[src/rtl/burst_col_gen_pkg.sv]
package burst_col_gen_pkg;

  // Strobes from the sequencing control to the address datapath.
  typedef struct packed {
    logic load;   // new burst accepted this cycle
    logic step;   // advance to the next beat
    logic halt;   // burst ended by stop request
  } ctrlStrobes_t;

endpackage

[src/rtl/burst_col_ctrl.sv]
module burst_col_ctrl
  import burst_col_gen_pkg::*;
#(
  parameter int COL_W   = 9,
  parameter int LEN_W   = 3,
  parameter int MAX_LOG = 3,
  localparam int LOG_W  = $clog2(MAX_LOG + 1)
) (
  input  logic               clk,
  input  logic               rstN,
  input  logic               startValid,
  input  logic               stopReq,
  input  logic [LEN_W-1:0]   lenSel,
  output ctrlStrobes_t       strobes,
  output logic [COL_W-1:0]   beatIdx,
  output logic               fullPage,
  output logic [LOG_W-1:0]   lenLog,
  output logic               beatValid,
  output logic               lastBeat
);

  logic             activeQ;
  logic [COL_W-1:0] beatQ;
  logic             fullQ;
  logic [LOG_W-1:0] logQ;

  logic             decFull;
  logic [LOG_W-1:0] decLog;
  logic [COL_W-1:0] lastIdx;
  logic             finalBeat;

  // Length code decode: codes above the largest fixed length mean full page.
  always_comb begin
    decFull = (lenSel > LEN_W'(MAX_LOG));
    decLog  = decFull ? LOG_W'(MAX_LOG) : lenSel[LOG_W-1:0];
  end

  always_comb begin
    lastIdx   = (COL_W'(1) << logQ) - COL_W'(1);
    finalBeat = activeQ && !fullQ && (beatQ == lastIdx);
  end

  always_comb begin
    strobes.load = startValid;
    strobes.halt = !startValid && stopReq;
    strobes.step = !startValid && !stopReq && activeQ && !finalBeat;
  end

  always_ff @(posedge clk or negedge rstN) begin
    if (!rstN) begin
      activeQ <= 1'b0;
      beatQ   <= '0;
      fullQ   <= 1'b0;
      logQ    <= '0;
    end else if (strobes.load) begin
      activeQ <= 1'b1;
      beatQ   <= '0;
      fullQ   <= decFull;
      logQ    <= decLog;
    end else if (strobes.halt) begin
      activeQ <= 1'b0;
    end else if (strobes.step) begin
      beatQ   <= beatQ + COL_W'(1);
    end else begin
      activeQ <= 1'b0;
    end
  end

  assign beatIdx   = beatQ;
  assign fullPage  = fullQ;
  assign lenLog    = logQ;
  assign beatValid = activeQ;
  assign lastBeat  = finalBeat;

endmodule

[src/rtl/burst_col_addr.sv]
module burst_col_addr
  import burst_col_gen_pkg::*;
#(
  parameter int COL_W   = 9,
  parameter int MAX_LOG = 3,
  localparam int LOG_W  = $clog2(MAX_LOG + 1)
) (
  input  logic               clk,
  input  logic               rstN,
  input  ctrlStrobes_t       strobes,
  input  logic [COL_W-1:0]   startCol,
  input  logic               wrapSel,
  input  logic [COL_W-1:0]   beatIdx,
  input  logic               fullPage,
  input  logic [LOG_W-1:0]   lenLog,
  output logic [COL_W-1:0]   colOut
);

  logic [COL_W-1:0] baseQ;
  logic             interQ;
  logic [COL_W-1:0] seqSum;
  logic [COL_W-1:0] xorVal;

  always_ff @(posedge clk or negedge rstN) begin
    if (!rstN) begin
      baseQ  <= '0;
      interQ <= 1'b0;
    end else if (strobes.load) begin
      baseQ  <= startCol;
      interQ <= wrapSel;
    end
  end

  // Carries out of the burst block never reach the low bits, so the low
  // bits of the plain sum give the in-block sequential wrap.
  assign seqSum = baseQ + beatIdx;
  assign xorVal = baseQ ^ beatIdx;

  for (genvar i = 0; i < COL_W; i++) begin : g_bit
    if (i < MAX_LOG) begin : g_low
      localparam logic [LOG_W:0] BITPOS = (LOG_W + 1)'(i);
      logic inBlock;
      assign inBlock = ({1'b0, lenLog} > BITPOS);
      always_comb begin
        if (fullPage)
          colOut[i] = seqSum[i];
        else if (!inBlock)
          colOut[i] = baseQ[i];
        else if (interQ)
          colOut[i] = xorVal[i];
        else
          colOut[i] = seqSum[i];
      end
    end else begin : g_high
      assign colOut[i] = fullPage ? seqSum[i] : baseQ[i];
    end
  end

endmodule

[src/rtl/burst_col_gen.sv]
module burst_col_gen
  import burst_col_gen_pkg::*;
#(
  parameter int COL_W   = 9,
  parameter int LEN_W   = 3,
  parameter int MAX_LOG = 3
) (
  input  logic             clk,
  input  logic             rstN,
  input  logic             startValid,
  input  logic [COL_W-1:0] startCol,
  input  logic [LEN_W-1:0] lenSel,
  input  logic             wrapSel,
  input  logic             stopReq,
  output logic [COL_W-1:0] colOut,
  output logic             beatValid,
  output logic             lastBeat
);

  localparam int LOG_W = $clog2(MAX_LOG + 1);

  ctrlStrobes_t     strobes;
  logic [COL_W-1:0] beatIdx;
  logic             fullPage;
  logic [LOG_W-1:0] lenLog;

  burst_col_ctrl #(
    .COL_W  (COL_W),
    .LEN_W  (LEN_W),
    .MAX_LOG(MAX_LOG)
  ) u_ctrl (
    .clk       (clk),
    .rstN      (rstN),
    .startValid(startValid),
    .stopReq   (stopReq),
    .lenSel    (lenSel),
    .strobes   (strobes),
    .beatIdx   (beatIdx),
    .fullPage  (fullPage),
    .lenLog    (lenLog),
    .beatValid (beatValid),
    .lastBeat  (lastBeat)
  );

  burst_col_addr #(
    .COL_W  (COL_W),
    .MAX_LOG(MAX_LOG)
  ) u_addr (
    .clk     (clk),
    .rstN    (rstN),
    .strobes (strobes),
    .startCol(startCol),
    .wrapSel (wrapSel),
    .beatIdx (beatIdx),
    .fullPage(fullPage),
    .lenLog  (lenLog),
    .colOut  (colOut)
  );

endmodule

[config.mk]
export PLATFORM = sky130hd
export DESIGN_NAME = burst_col_gen
export DESIGN_NICKNAME = d
export VERILOG_FILES = /design/src/rtl/burst_col_gen_pkg.sv /design/src/rtl/burst_col_ctrl.sv /design/src/rtl/burst_col_addr.sv /design/src/rtl/burst_col_gen.sv
export SDC_FILE = /design/constraint.sdc
export NUM_CORES = 1
export LEC_CHECK = 0
export ABC_AREA = 1
export BUFFER_PORTS_ARGS = -buffer_cell sky130_fd_sc_hd__clkbuf_2
export CAP_MARGIN = 20
export CELL_PAD_IN_SITES_DETAIL_PLACEMENT = 0
export CELL_PAD_IN_SITES_GLOBAL_PLACEMENT = 2
export CORE_MARGIN = 3
export CORE_UTILIZATION = 25
export CTS_CLUSTER_SIZE = 20
export DETAILED_ROUTE_END_ITERATION = 8
export PLACE_DENSITY = 0.78
export SYNTH_ARGS = -nofsm -noshare
export SYNTH_HDL_FRONTEND = slang
export SYNTH_HIERARCHICAL = 1
export SYNTH_SLANG_ARGS = --single-unit
export TNS_END_PERCENT = 100
[constraint.sdc]
create_clock -name clk -period 1.56 [get_ports clk]
set_input_delay 0 -clock clk [delete_from_list [all_inputs] [get_ports clk]]
set_output_delay 0 -clock clk [all_outputs]
set_load 0.01 [all_outputs]
Word level (Yosys, flattened, before mapping)

Index checks and enable logic that the tools add are counted.

Output and inout port bits: 11
Register bits after elaboration: 23
Bits of input ports: 17
Logic and storage cells: 52

Magnitude comparators: 4
Mux-type cells: 22
Shifts and indexed selects: 1
Bitwise logic cells: 1
Add/subtract/negate cells: 3
Reduce and logical (&&, ||, !) cells: 12
Equality and inequality tests: 3

Operator list:

| kind                                                                 | number |
|---|---|
| 9-bit two-way mux                                                    | 3 |
| 1-bit two-way mux                                                    | 18 |
| 9-bit by 1-bit adder with 9-bit output, second input constant        | 1 |
| 9-bit adder                                                          | 1 |
| 9-bit equality test                                                  | 1 |
| 1-bit by 2-bit << shifter with 9-bit output, first input constant    | 1 |
| 9-bit by 2-bit subtractor with 9-bit output, second input constant   | 1 |
| 1-bit logical AND                                                    | 6 |
| 2-bit by 1-bit > comparator with 1-bit output, second input constant | 2 |
| 1-bit logical NOT                                                    | 4 |
| 3-bit by 2-bit > comparator with 1-bit output, second input constant | 1 |
| 3-bit inequality test, second input constant                         | 1 |
| 3-bit XOR                                                            | 1 |
| 2-bit > comparator, second input constant                            | 1 |
| 2-bit two-way mux                                                    | 1 |
| 2-bit inequality test, second input constant                         | 1 |
| 2-bit AND reduction                                                  | 1 |
| 2-bit nonzero test                                                   | 1 |

Depth between registers and ports, before layout

Gate-level depths: netlist of run 1.

Word-level depth: 9
Gate-level depth with buffers: 13
Mapped depth without buffers: 12

Modules after synthesis

The synthesis of run 1 kept the hierarchy.

By module, submodules not included:

| module         | sequential area each (µm²) | cells each | times used | area each (µm²) |
|---|---|---|---|---|
| burst_col_ctrl | 325.3                      | 131        | 1          | 989.7 |
| burst_col_addr | 250.2                      | 127        | 1          | 912.1 |

Least setup slack after synthesis of run 1

OpenSTA, ideal clock, no wires.

Kind: reg2reg
Start: register u_ctrl.logQ[1], in the netlist u_ctrl/lenLog[1]
End: register u_ctrl.beatQ[8], in the netlist u_ctrl/beatIdx[8]
Clock period less this slack: 1,700 ps
Path buffers: 1
Stages on the path, launching flop included: 14
Data required time: 1,494 ps
Arrival: 1,634 ps
Library setup time: 66 ps
Setup slack: -140 ps
Cell sequence: dfrtp_1 -> inv_2 -> nand2_1 -> ha_1 -> inv_1 -> nand2_1 -> nand2_1 -> nand2_2 -> nor2_4 -> nand3_4 -> nand2_4 -> buf_12 -> nand3_2 -> nand2_1

Word-level cells in the longest chain between the ends: 8

RTL lines:

| what                                        | line                 | source |
|---|---|---|
| start, declared                             | burst_col_ctrl.sv:25 | `logic [LOG_W-1:0] logQ;` |
| start signal, assigned                      | burst_col_ctrl.sv:59 | `logQ <= decLog;` |
| 1-bit by 2-bit << shifter with 9-bit output | burst_col_ctrl.sv:39 | `lastIdx = (COL_W'(1) << logQ) - COL_W'(1);` |
| 9-bit by 2-bit subtractor with 9-bit output | burst_col_ctrl.sv:39 |  |
| 9-bit equality test                         | burst_col_ctrl.sv:40 | `finalBeat = activeQ && !fullQ && (beatQ == lastIdx);` |
| 1-bit logical AND                           | burst_col_ctrl.sv:40 |  |
| 1-bit logical NOT                           | burst_col_ctrl.sv:46 | `strobes.step = !startValid && !stopReq && activeQ && !finalBeat;` |
| 1-bit logical AND                           | burst_col_ctrl.sv:46 |  |
| 2-bit nonzero test (no line)                | --                   |  |
| 2-bit AND reduction (no line)               | --                   |  |
| end signal, assigned                        | burst_col_ctrl.sv:63 | `beatQ <= beatQ + COL_W'(1);` |
| end, declared                               | burst_col_ctrl.sv:23 | `logic [COL_W-1:0] beatQ;` |

No other way between the ends.
A chain may end at the register's enable or synchronous reset.

Final worst setup path of run 1

Start: register u_ctrl.beatQ[0], in the netlist u_ctrl/beatIdx[0]
End: output port colOut[2]

Word-level cells in the longest chain between the ends: 4

RTL lines:

| what                  | line                 | source |
|---|---|---|
| 9-bit adder (*)       | burst_col_addr.sv:36 | `assign seqSum = baseQ + beatIdx;` |
| 1-bit two-way mux     | burst_col_addr.sv:49 | `else if (interQ)` |
| 1-bit two-way mux     | burst_col_addr.sv:47 | `else if (!inBlock)` |
| 1-bit two-way mux (*) | burst_col_addr.sv:45 | `if (fullPage)` |
| end, declared         | burst_col_gen.sv:15  | `output logic [COL_W-1:0] colOut,` |

Mark *: on every way between the ends. The rest lies on a longest branch, timed or not.

==> results of run 1 <==
## through the flow
| stage | utilization | TNS [ns] | hold slack (ns) |
|---|---|---|---|
| floorplan | - | -0.9987 | -0.2956 |
| global placement | 0.3113 | -0.9631 | 0.03524 |
| detailed placement | 0.3113 | -1.368 | 0.05112 |
| CTS | 0.3608 | -2.756 | 0.06220 |
| global route | 0.3717 | -5.352 | 0.08511 |
| finish | 0.3717 | -3.052 | 0.07001 |
## state kept, by name, indices dropped and copies added, names as in the netlist
name	cells
u_addr/interQ	1
u_addr/baseQ	9
u_ctrl/lenLog	2
u_ctrl/fullPage	1
u_ctrl/beatIdx	9
u_ctrl/beatValid	1
## worst max-delay path, stage by stage (launching register included)
cell and delay, ns:
dfrtp_1 0.39, ha_2 0.21, fa_2 0.40, buf_4 0.15
xnor2_2 0.13, nand2_1 0.06, nand2_1 0.04, a22oi_1 0.13
buf_2 0.16
## report_power, final
group | internal, mW | total, mW | switching, mW
Sequential | 0.635 | 0.673 | 0.0389
Clock | 0.178 | 0.369 | 0.191
Combinational | 0.292 | 0.596 | 0.304
## worst min path at each step
stage	startpoint	end	slack [ns]	cells past startpoint
detailed placement	rstN	u_addr/baseQ[0]	0.05	1
floorplan	rstN	u_addr/baseQ[0]	-0.30	0
finish	stopReq	u_ctrl/beatIdx[1]	0.07	4
CTS	stopReq	u_ctrl/beatIdx[1]	0.06	4
global placement	rstN	u_addr/baseQ[2]	0.04	1
global route	stopReq	u_ctrl/beatIdx[1]	0.09	4
## cells in the final DEF (no fill, tap or decap), types with 2 or more instances in the layout
master,n
a21oi_1,3
a21oi_2,3
buf_2,8
buf_4,31
clkbuf_2,19
clkbuf_8,3
dfrtp_1,21
dfrtp_2,2
dlygate4sd3_1,14
ha_1,3
ha_4,6
inv_1,31
inv_2,5
mux2_2,7
nand2_1,67
nand2_2,13
nand3_1,16
nand3_2,11
nand3b_1,2
nand4_1,9
nor2_1,9
nor2_2,4
nor3_1,3
o21ai_0,10
o21ai_1,2
xnor2_1,2
## metal layers
layer	GRT usage	part of all wire	up-vias
li1	-	-	970
met4	0.03419	0.014	0
met5	0	0	-
met1	0.1534	0.47	832
met2	0.2094	0.49	32
met3	0.008936	0.024	6
## layout make-up
| cell class | instances | area (µm²) | area share |
|---|---|---|---|
| clock inverter | 1 | 5.005 | 0.001847 |
| multi-input combinational | 188 | 1279 | 0.4718 |
| sequential | 23 | 578.1 | 0.2133 |
| tap | 99 | 123.9 | 0.04571 |
| clock buffer | 3 | 41.29 | 0.01524 |
| timing repair buffer | 74 | 539.3 | 0.1990 |
| inverter | 37 | 143.9 | 0.05309 |
## timing repair
action                                 4_1_cts  5_1_grt
buffers inserted                             7        3
hold buffers                                14        0
setup endpoints to repair                   19       20
endpoints found under the hold margin       36        0
pin swaps                                    5       12
resized for setup                           23       22
==> flow_summary.yaml, run 1 <==
sta:
  tightest_slew_ns: 0.6149
  final-hold-violation-count: 0
  rsz0062_at_grt: "true"
  finalMaxSlewViolations: 0
  slew_headroom: 0.5901
  max_clock_freq_mhz: 520.5
  fin_crit_ns: 1.921
  setup_slack_ns: -0.3612
  period_share: 1.232
  final-setup-viol-count: 19
  fin_skew_ns: 0.01360
worst_setup_path:
  timing.rr.end: "u_ctrl/beatIdx[8]"
  endpoint: "colOut[2]"
  arrival_ns: 1.92
  ff2ff_path_depth: 12
  cp.required_ns: 1.56
  crit_type: "reg2out"
  startpoint_type: "flip-flop"
  endpoint_kind: "output port"
  setup.worst_path.start: "u_ctrl/beatIdx[0]"
  path_max_fanout: 2
  r2r_start: "u_ctrl/lenLog[0]"
  rrSetupSlack_ns: -0.15
final_layout:
  area_growth_pct: 43.35
  diodes: 0
  fin_area_um2: 2710
  fillerInstances: 782
  instances_no_fill: 425
  drive_gt1_frac: 0.3988
  nets: 355
drt:
  wirelength_um: 4903
  drc: 0
  drt_iter0_drc: 93
  drt-pass1-iter-count: 4
  vias_per_cell: 4.329
  wl_per_cell_um: 11.54
  ant_nets: 0
  vias: 1840
placement:
  dpl_worst_slack_ns: -0.1365
  portBuffers: 27
  dp.cells: 397
  dp_hpwl_um: 3787
  gp_congestion: 0.8145
  dpl-instance-area_um2: 2270
cts:
  h-tree-depth: 1
  clkSinkCount: 23
  cts-buffers-inserted: 3
  path_clk_slew_ns: 0.09
  cts_max_path_buffers: 2
  cts_tree: "built"
  cts_root_buf: "clkbuf_8"
  clock_latency_ns: 0.26
die:
  rows: 31
  die_height_um: 92.96
  fp.coreArea_um2: 7292
  ios: 28
  die_area_um2: 8642
  floorplan.initialDensity: 0.2593
  die_w_um: 92.96
global_route:
  grt_use_total: 0.1183
  grt_pass1_vias: 1833
  grt_max_degree: 24
  grt_first_pass_wirelength_um: 8376
  antenna_found_initial: 0
  overflow: 0
power_and_ir_drop:
  p_leak_nw: 1.361
  ir_worst_vdd_v: 0.0002011
  power_mw: 1.638
  power.density_nw_per_um2: 604.4
synthesis:
  syn_nets: 283
  netlist_area_um2: 1891
  syn_avg_cell_area_um2: 7.414
  ys.warnings.count: 6
  syn_inst: 255
job:
  max_cap_viol_count: 0
worst_hold_path:
  min_path_type: "in2reg"
outcome:
  status: "finished with violations"
  violations: "negative setup slack"
Note: power is estimated with default switching activity, not from simulation.
==> inputs of run 2 (changes only) <==
--- a/config.mk
+++ b/config.mk
@@ -14,7 +14,7 @@
 export CORE_UTILIZATION = 25
 export CTS_CLUSTER_SIZE = 20
 export DETAILED_ROUTE_END_ITERATION = 8
-export PLACE_DENSITY = 0.78
+export PLACE_DENSITY = 0.76
 export SYNTH_ARGS = -nofsm -noshare
 export SYNTH_HDL_FRONTEND = slang
 export SYNTH_HIERARCHICAL = 1
==> constraint.sdc (replaced) <==
create_clock -name clk -period 2.1 [get_ports clk]
set_input_delay 0 -clock clk [delete_from_list [all_inputs] [get_ports clk]]
set_output_delay 0 -clock clk [all_outputs]
set_load 0.01 [all_outputs]
==> run 2 against run 1 <==
  * The run now ends clean
  * Sequential share of layout area increased by 3.4 points
  * Combinational power fell by 43%
  * Critical endpoint is now colOut[8]
  * Critical path type unchanged
  * Wire length shrank 8.2%
  * Largest power group unchanged
  * Non-clock buffer count shrank 26
  * Setup slack better by 0.51 ns
==> flow_summary.yaml, run 2 (synthesis gave the netlist of run 1 again) <==
sta:
  fin_crit_ns: 1.950
  max_clock_freq_mhz: 512.8
  rsz0062_at_grt: "false"
  final-setup-viol-count: 0
  slew_headroom: 0.6322
  final-hold-violation-count: 0
  tightest_slew_ns: 0.5517
  setup_slack_ns: 0.1499
  fin_skew_ns: 0.006736
  finalMaxSlewViolations: 0
  final.setup.tns_ns: 0
  period_share: 0.9286
power_and_ir_drop:
  power.density_nw_per_um2: 477.4
  seqPwrFrac: 0.448
  clkPwrFrac: 0.245
  p_leak_nw: 1.210
  internal-power_uw: 755.1
  ir_worst_vdd_v: 0.0001429
  sw_frac_of_total: 0.3222
  combPwrFrac: 0.307
  p_switching_uw: 359.0
global_route:
  grt_use_total: 0.1077
  overflow: 0
  antenna_found_initial: 0
  grt_pass1_vias: 1611
  grt_max_degree: 24
  grt_first_pass_wirelength_um: 7548
placement:
  gp_congestion: 0.8435
  dp_hpwl_um: 3607
  dpl_worst_slack_ns: 0.2287
  portBuffers: 27
final_layout:
  fillerInstances: 823
  layout_commonest_cell: "nand2_1"
  drive_gt1_frac: 0.2433
  final_core_util: 0.3200
  nets: 329
  area_growth_pct: 23.43
  final_cell_mix: "nand2_1, inv_1, clkbuf_2"
  diodes: 0
die:
  floorplan.initialDensity: 0.2593
  die_w_um: 92.96
  die_height_um: 92.96
  fp.coreArea_um2: 7292
  rows: 31
  ios: 28
  die_area_um2: 8642
worst_setup_path:
  arrival_ns: 1.95
  endpoint_kind: "output port"
  cp.required_ns: 2.10
  startpoint_type: "flip-flop"
  path_max_fanout: 3
  crit_type: "reg2out"
drt:
  drt_iter0_drc: 112
  ant_nets: 0
  wirelength_um: 4500
  vias: 1763
  wl_per_cell_um: 11.28
  drt-pass1-iter-count: 4
  drc: 0
  vias_per_cell: 4.419
cts:
  clock_latency_ns: 0.27
  path_clk_slew_ns: 0.08
  cts_tree: "built"
  h-tree-depth: 1
  cts_max_path_buffers: 2
  clkSinkCount: 23
  cts-buffers-inserted: 3
  cts_root_buf: "clkbuf_8"
outcome:
  status: "finished clean"
job:
  max_cap_viol_count: 0
worst_hold_path:
  min_path_type: "in2reg"
## run 2: cell count changes in the layout (fill, tap and decap cells not counted), moves of 6 or more
cell	delta
nand2_1	+12
nand2_2	-11
ha_4	-6
buf_4	-25
buf_2	-7
ha_1	+7
clkbuf_2	+7
## run 2: layout make-up
class                      instances  area (µm²)  area share
timing repair buffer              48       330.3      0.1416
tap                               99       123.9     0.05308
clock inverter                     1       5.005    0.002145
sequential                        23       578.1      0.2477
clock buffer                       3       41.29     0.01769
inverter                          37       143.9     0.06166
multi-input combinational        188        1111      0.4761
## run 2: final timing paths
check                                  start           endpoint  slack (ns)  depth (start not counted)
min in group asynchronous               rstN    u_addr/baseQ[2]        0.26                          2
max in group asynchronous               rstN   u_ctrl/lenLog[1]        1.45                          2
min                                  stopReq  u_ctrl/beatIdx[0]        0.07                          4
max reg2reg                 u_ctrl/lenLog[1]  u_ctrl/beatIdx[4]        0.28                         12
min reg2reg                  u_addr/baseQ[6]    u_addr/baseQ[6]        0.55                          1
max                        u_ctrl/beatIdx[0]          colOut[8]        0.15                         10
## run 2: repair_timing
item	CTS	global route
buffers inserted	0	3
gates resized for setup	1	5
hold buffers	15	0
endpoints found under the setup margin	2	5
endpoints found under the hold margin	36	0
## run 2: per-layer routing
metal / GRT usage / vias up / routed length, µm
li1: - / 923 / -
met1: 0.1465 / 806 / 2134
met2: 0.1788 / 29 / 2154
met3: 0.008123 / 5 / 148
met4: 0.03785 / 0 / 63
met5: 0 / - / 0
## run 2: power by group through the flow
stage | sequential (mW) | clock (mW) | combinational (mW)
floorplan | 0.504 | 0 | 0.221
global placement | 0.513 | 0 | 0.308
detailed placement | 0.513 | 0 | 0.309
CTS | 0.504 | 0.281 | 0.332
global route | 0.504 | 0.297 | 0.390
finish | 0.499 | 0.273 | 0.342
## run 2: worst max-delay path, cell delays in order, from the launching register on
cell      delay, ns
dfrtp_2        0.41
ha_1           0.23
fa_2           0.36
nand2_1        0.07
nand2_1        0.09
nand3_1        0.12
nand2_1        0.06
nand2_1        0.06
nand3_1        0.06
nand2_1        0.08
clkbuf_2       0.13
## run 2: stage by stage
stage	total power [mW]	cells	hold slack [ns]	area (µm²)
2_1_floorplan	0.7246	255	-0.2956	1891
3_3_place_gp	0.8210	377	0.01844	2105
3_5_place_dp	0.8214	377	0.02100	2105
4_1_cts	1.117	396	0.07617	2302
5_1_grt	1.190	399	0.08811	2333
6_report	1.114	399	0.07349	2333
==> inputs of run 3 (changes only) <==
--- a/config.mk
+++ b/config.mk
@@ -15,6 +15,7 @@
 export CTS_CLUSTER_SIZE = 20
 export DETAILED_ROUTE_END_ITERATION = 8
 export PLACE_DENSITY = 0.76
+export SETUP_SLACK_MARGIN = 0.4
 export SYNTH_ARGS = -nofsm -noshare
 export SYNTH_HDL_FRONTEND = slang
 export SYNTH_HIERARCHICAL = 1
==> run 3 against run 2 <==
  * Sequential power rose by 1%
  * Fmax rose by 2.7%
  * First-iteration DRC count fell by 4.5%
  * Largest power group unchanged
==> flow_summary.yaml, run 3 (synthesis gave the netlist of run 1 again) <==
outcome:
  status: "finished clean"
drt:
  vias: 1840
  drc: 0
  drt_iter0_drc: 107
  wirelength_um: 5043
  vias_per_cell: 4.477
  ant_nets: 0
  wl_per_cell_um: 12.27
  drt-pass1-iter-count: 4
placement:
  dpl_worst_slack_ns: 0.2287
  portBuffers: 27
  gp_congestion: 0.8435
  dp_hpwl_um: 3607
final_layout:
  nets: 341
  drive_gt1_frac: 0.3782
  layout_commonest_cell: "nand2_1"
  diodes: 0
  area_growth_pct: 39.44
  final_cell_mix: "nand2_1, inv_1, clkbuf_2"
  fillerInstances: 800
cts:
  clock_latency_ns: 0.27
  cts_tree: "built"
  path_clk_slew_ns: 0.08
  clkSinkCount: 23
  cts-buffers-inserted: 3
  cts_root_buf: "clkbuf_8"
  cts_max_path_buffers: 2
  h-tree-depth: 1
power_and_ir_drop:
  ir_worst_vdd_v: 0.0001555
  p_leak_nw: 1.269
  power.density_nw_per_um2: 456.9
  power_mw: 1.204
die:
  floorplan.initialDensity: 0.2593
  rows: 31
  fp.coreArea_um2: 7292
  die_height_um: 92.96
  ios: 28
  die_area_um2: 8642
  die_w_um: 92.96
sta:
  setup_slack_ns: 0.2008
  holdWs_ns: 0.1014
  fin_skew_ns: 0.003989
  final.setup.tns_ns: 0
  period_share: 0.9044
  fin_crit_ns: 1.899
  slew_headroom: 0.5531
  tightest_slew_ns: 0.6697
  final-setup-viol-count: 0
  finalMaxSlewViolations: 0
  max_clock_freq_mhz: 526.5
  rsz0062_at_grt: "true"
  final-hold-violation-count: 0
worst_setup_path:
  r2r_start: "u_ctrl/lenLog[1]"
  endpoint_kind: "output port"
  crit_type: "reg2out"
  startpoint_type: "flip-flop"
  timing.rr.end: "u_ctrl/beatIdx[2]"
  cp.required_ns: 2.10
  rrSetupSlack_ns: 0.39
  arrival_ns: 1.90
  ff2ff_path_depth: 11
  path_max_fanout: 3
global_route:
  grt_use_total: 0.1138
  grt_pass1_vias: 1688
  antenna_found_initial: 0
  grt_max_degree: 24
  grt_first_pass_wirelength_um: 7976
  overflow: 0
worst_hold_path:
  min_to: "u_ctrl/beatIdx[0]"
  worstHoldStart: "stopReq"
  min_path_type: "in2reg"
  min_path_cells: 4
job:
  max_cap_viol_count: 0
## run 3: cell types whose count changed in the layout (fill, tap and decap cells not counted), moves of 3 or more
cell / change
clkbuf_2: -4
ha_4: +8
ha_1: -8
buf_4: +9
buf_2: +4
a21oi_1: -3
dfrtp_1: -6
nand2_4: +3
nand2_1: -9
a21oi_2: +3
nor2_1: -3
nand2_2: +6
dfrtp_2: +6
## run 3: metrics by stage
stage | utilization | std cells | area [µm²]
after floorplan | - | 255 | 1891
after global placement | 0.2886 | 377 | 2105
after detailed placement | 0.2886 | 377 | 2105
after CTS | 0.3411 | 403 | 2487
after global routing | 0.3615 | 411 | 2636
final | 0.3615 | 411 | 2636
## run 3: per-layer routing
metal / global-route usage / vias to the layer above / wire length [µm]
met5: 0 / - / 0
met4: 0.03785 / 0 / 61
met3: 0.007311 / 5 / 120
met2: 0.1968 / 22 / 2533
met1: 0.1500 / 869 / 2329
li1: - / 944 / -
## run 3: area by class of cell
type                       count  area (µm²)  area share
multi-input combinational    190        1325      0.5026
sequential                    23       585.6      0.2221
timing repair buffer          58       409.1      0.1552
inverter                      37       146.4     0.05553
tap                           99       123.9     0.04699
clock buffer                   3       41.29     0.01566
clock inverter                 1       5.005    0.001898
## run 3: how the worst max path moves through the flow
| stage | start | slack (ns) | to |
|---|---|---|---|
| after global routing | u_ctrl/beatIdx[0] | 0.12 | colOut[6] |
| after global placement | u_ctrl/lenLog[1] | 0.25 | u_ctrl/beatValid |
| after floorplan | u_ctrl/lenLog[1] | 0.41 | u_ctrl/beatIdx[8] |
| after CTS | u_ctrl/beatIdx[0] | 0.20 | colOut[6] |
| final | u_ctrl/beatIdx[0] | 0.20 | colOut[6] |
| after detailed placement | u_ctrl/lenLog[1] | 0.23 | u_ctrl/beatIdx[4] |
## run 3: critical path: stages, from the launching register on
cell and delay, ns:
dfrtp_2 0.43, ha_4 0.17, fa_2 0.38, nand2_2 0.09
nand2_4 0.06, nand3b_1 0.13, nand2_1 0.06, nand2_1 0.06
nand3_1 0.06, nand2_1 0.06, clkbuf_2 0.12
## run 3: where the power goes
part | switching (mW) | internal [mW] | total [mW]
combinational | 0.228 | 0.195 | 0.423
clock | 0.144 | 0.133 | 0.277
sequential | 0.0328 | 0.472 | 0.505
total | 0.405 | 0.799 | 1.20
## run 3: timing repair
| action | CTS | global route |
|---|---|---|
| hold buffers | 15 | 0 |
| endpoints found under the setup margin | 19 | 19 |
| pin swaps | 10 | 12 |
| hold endpoints to repair | 36 | 0 |
| resized for setup | 27 | 25 |
| buffers inserted | 7 | 6 |
| gates cloned | 0 | 2 |
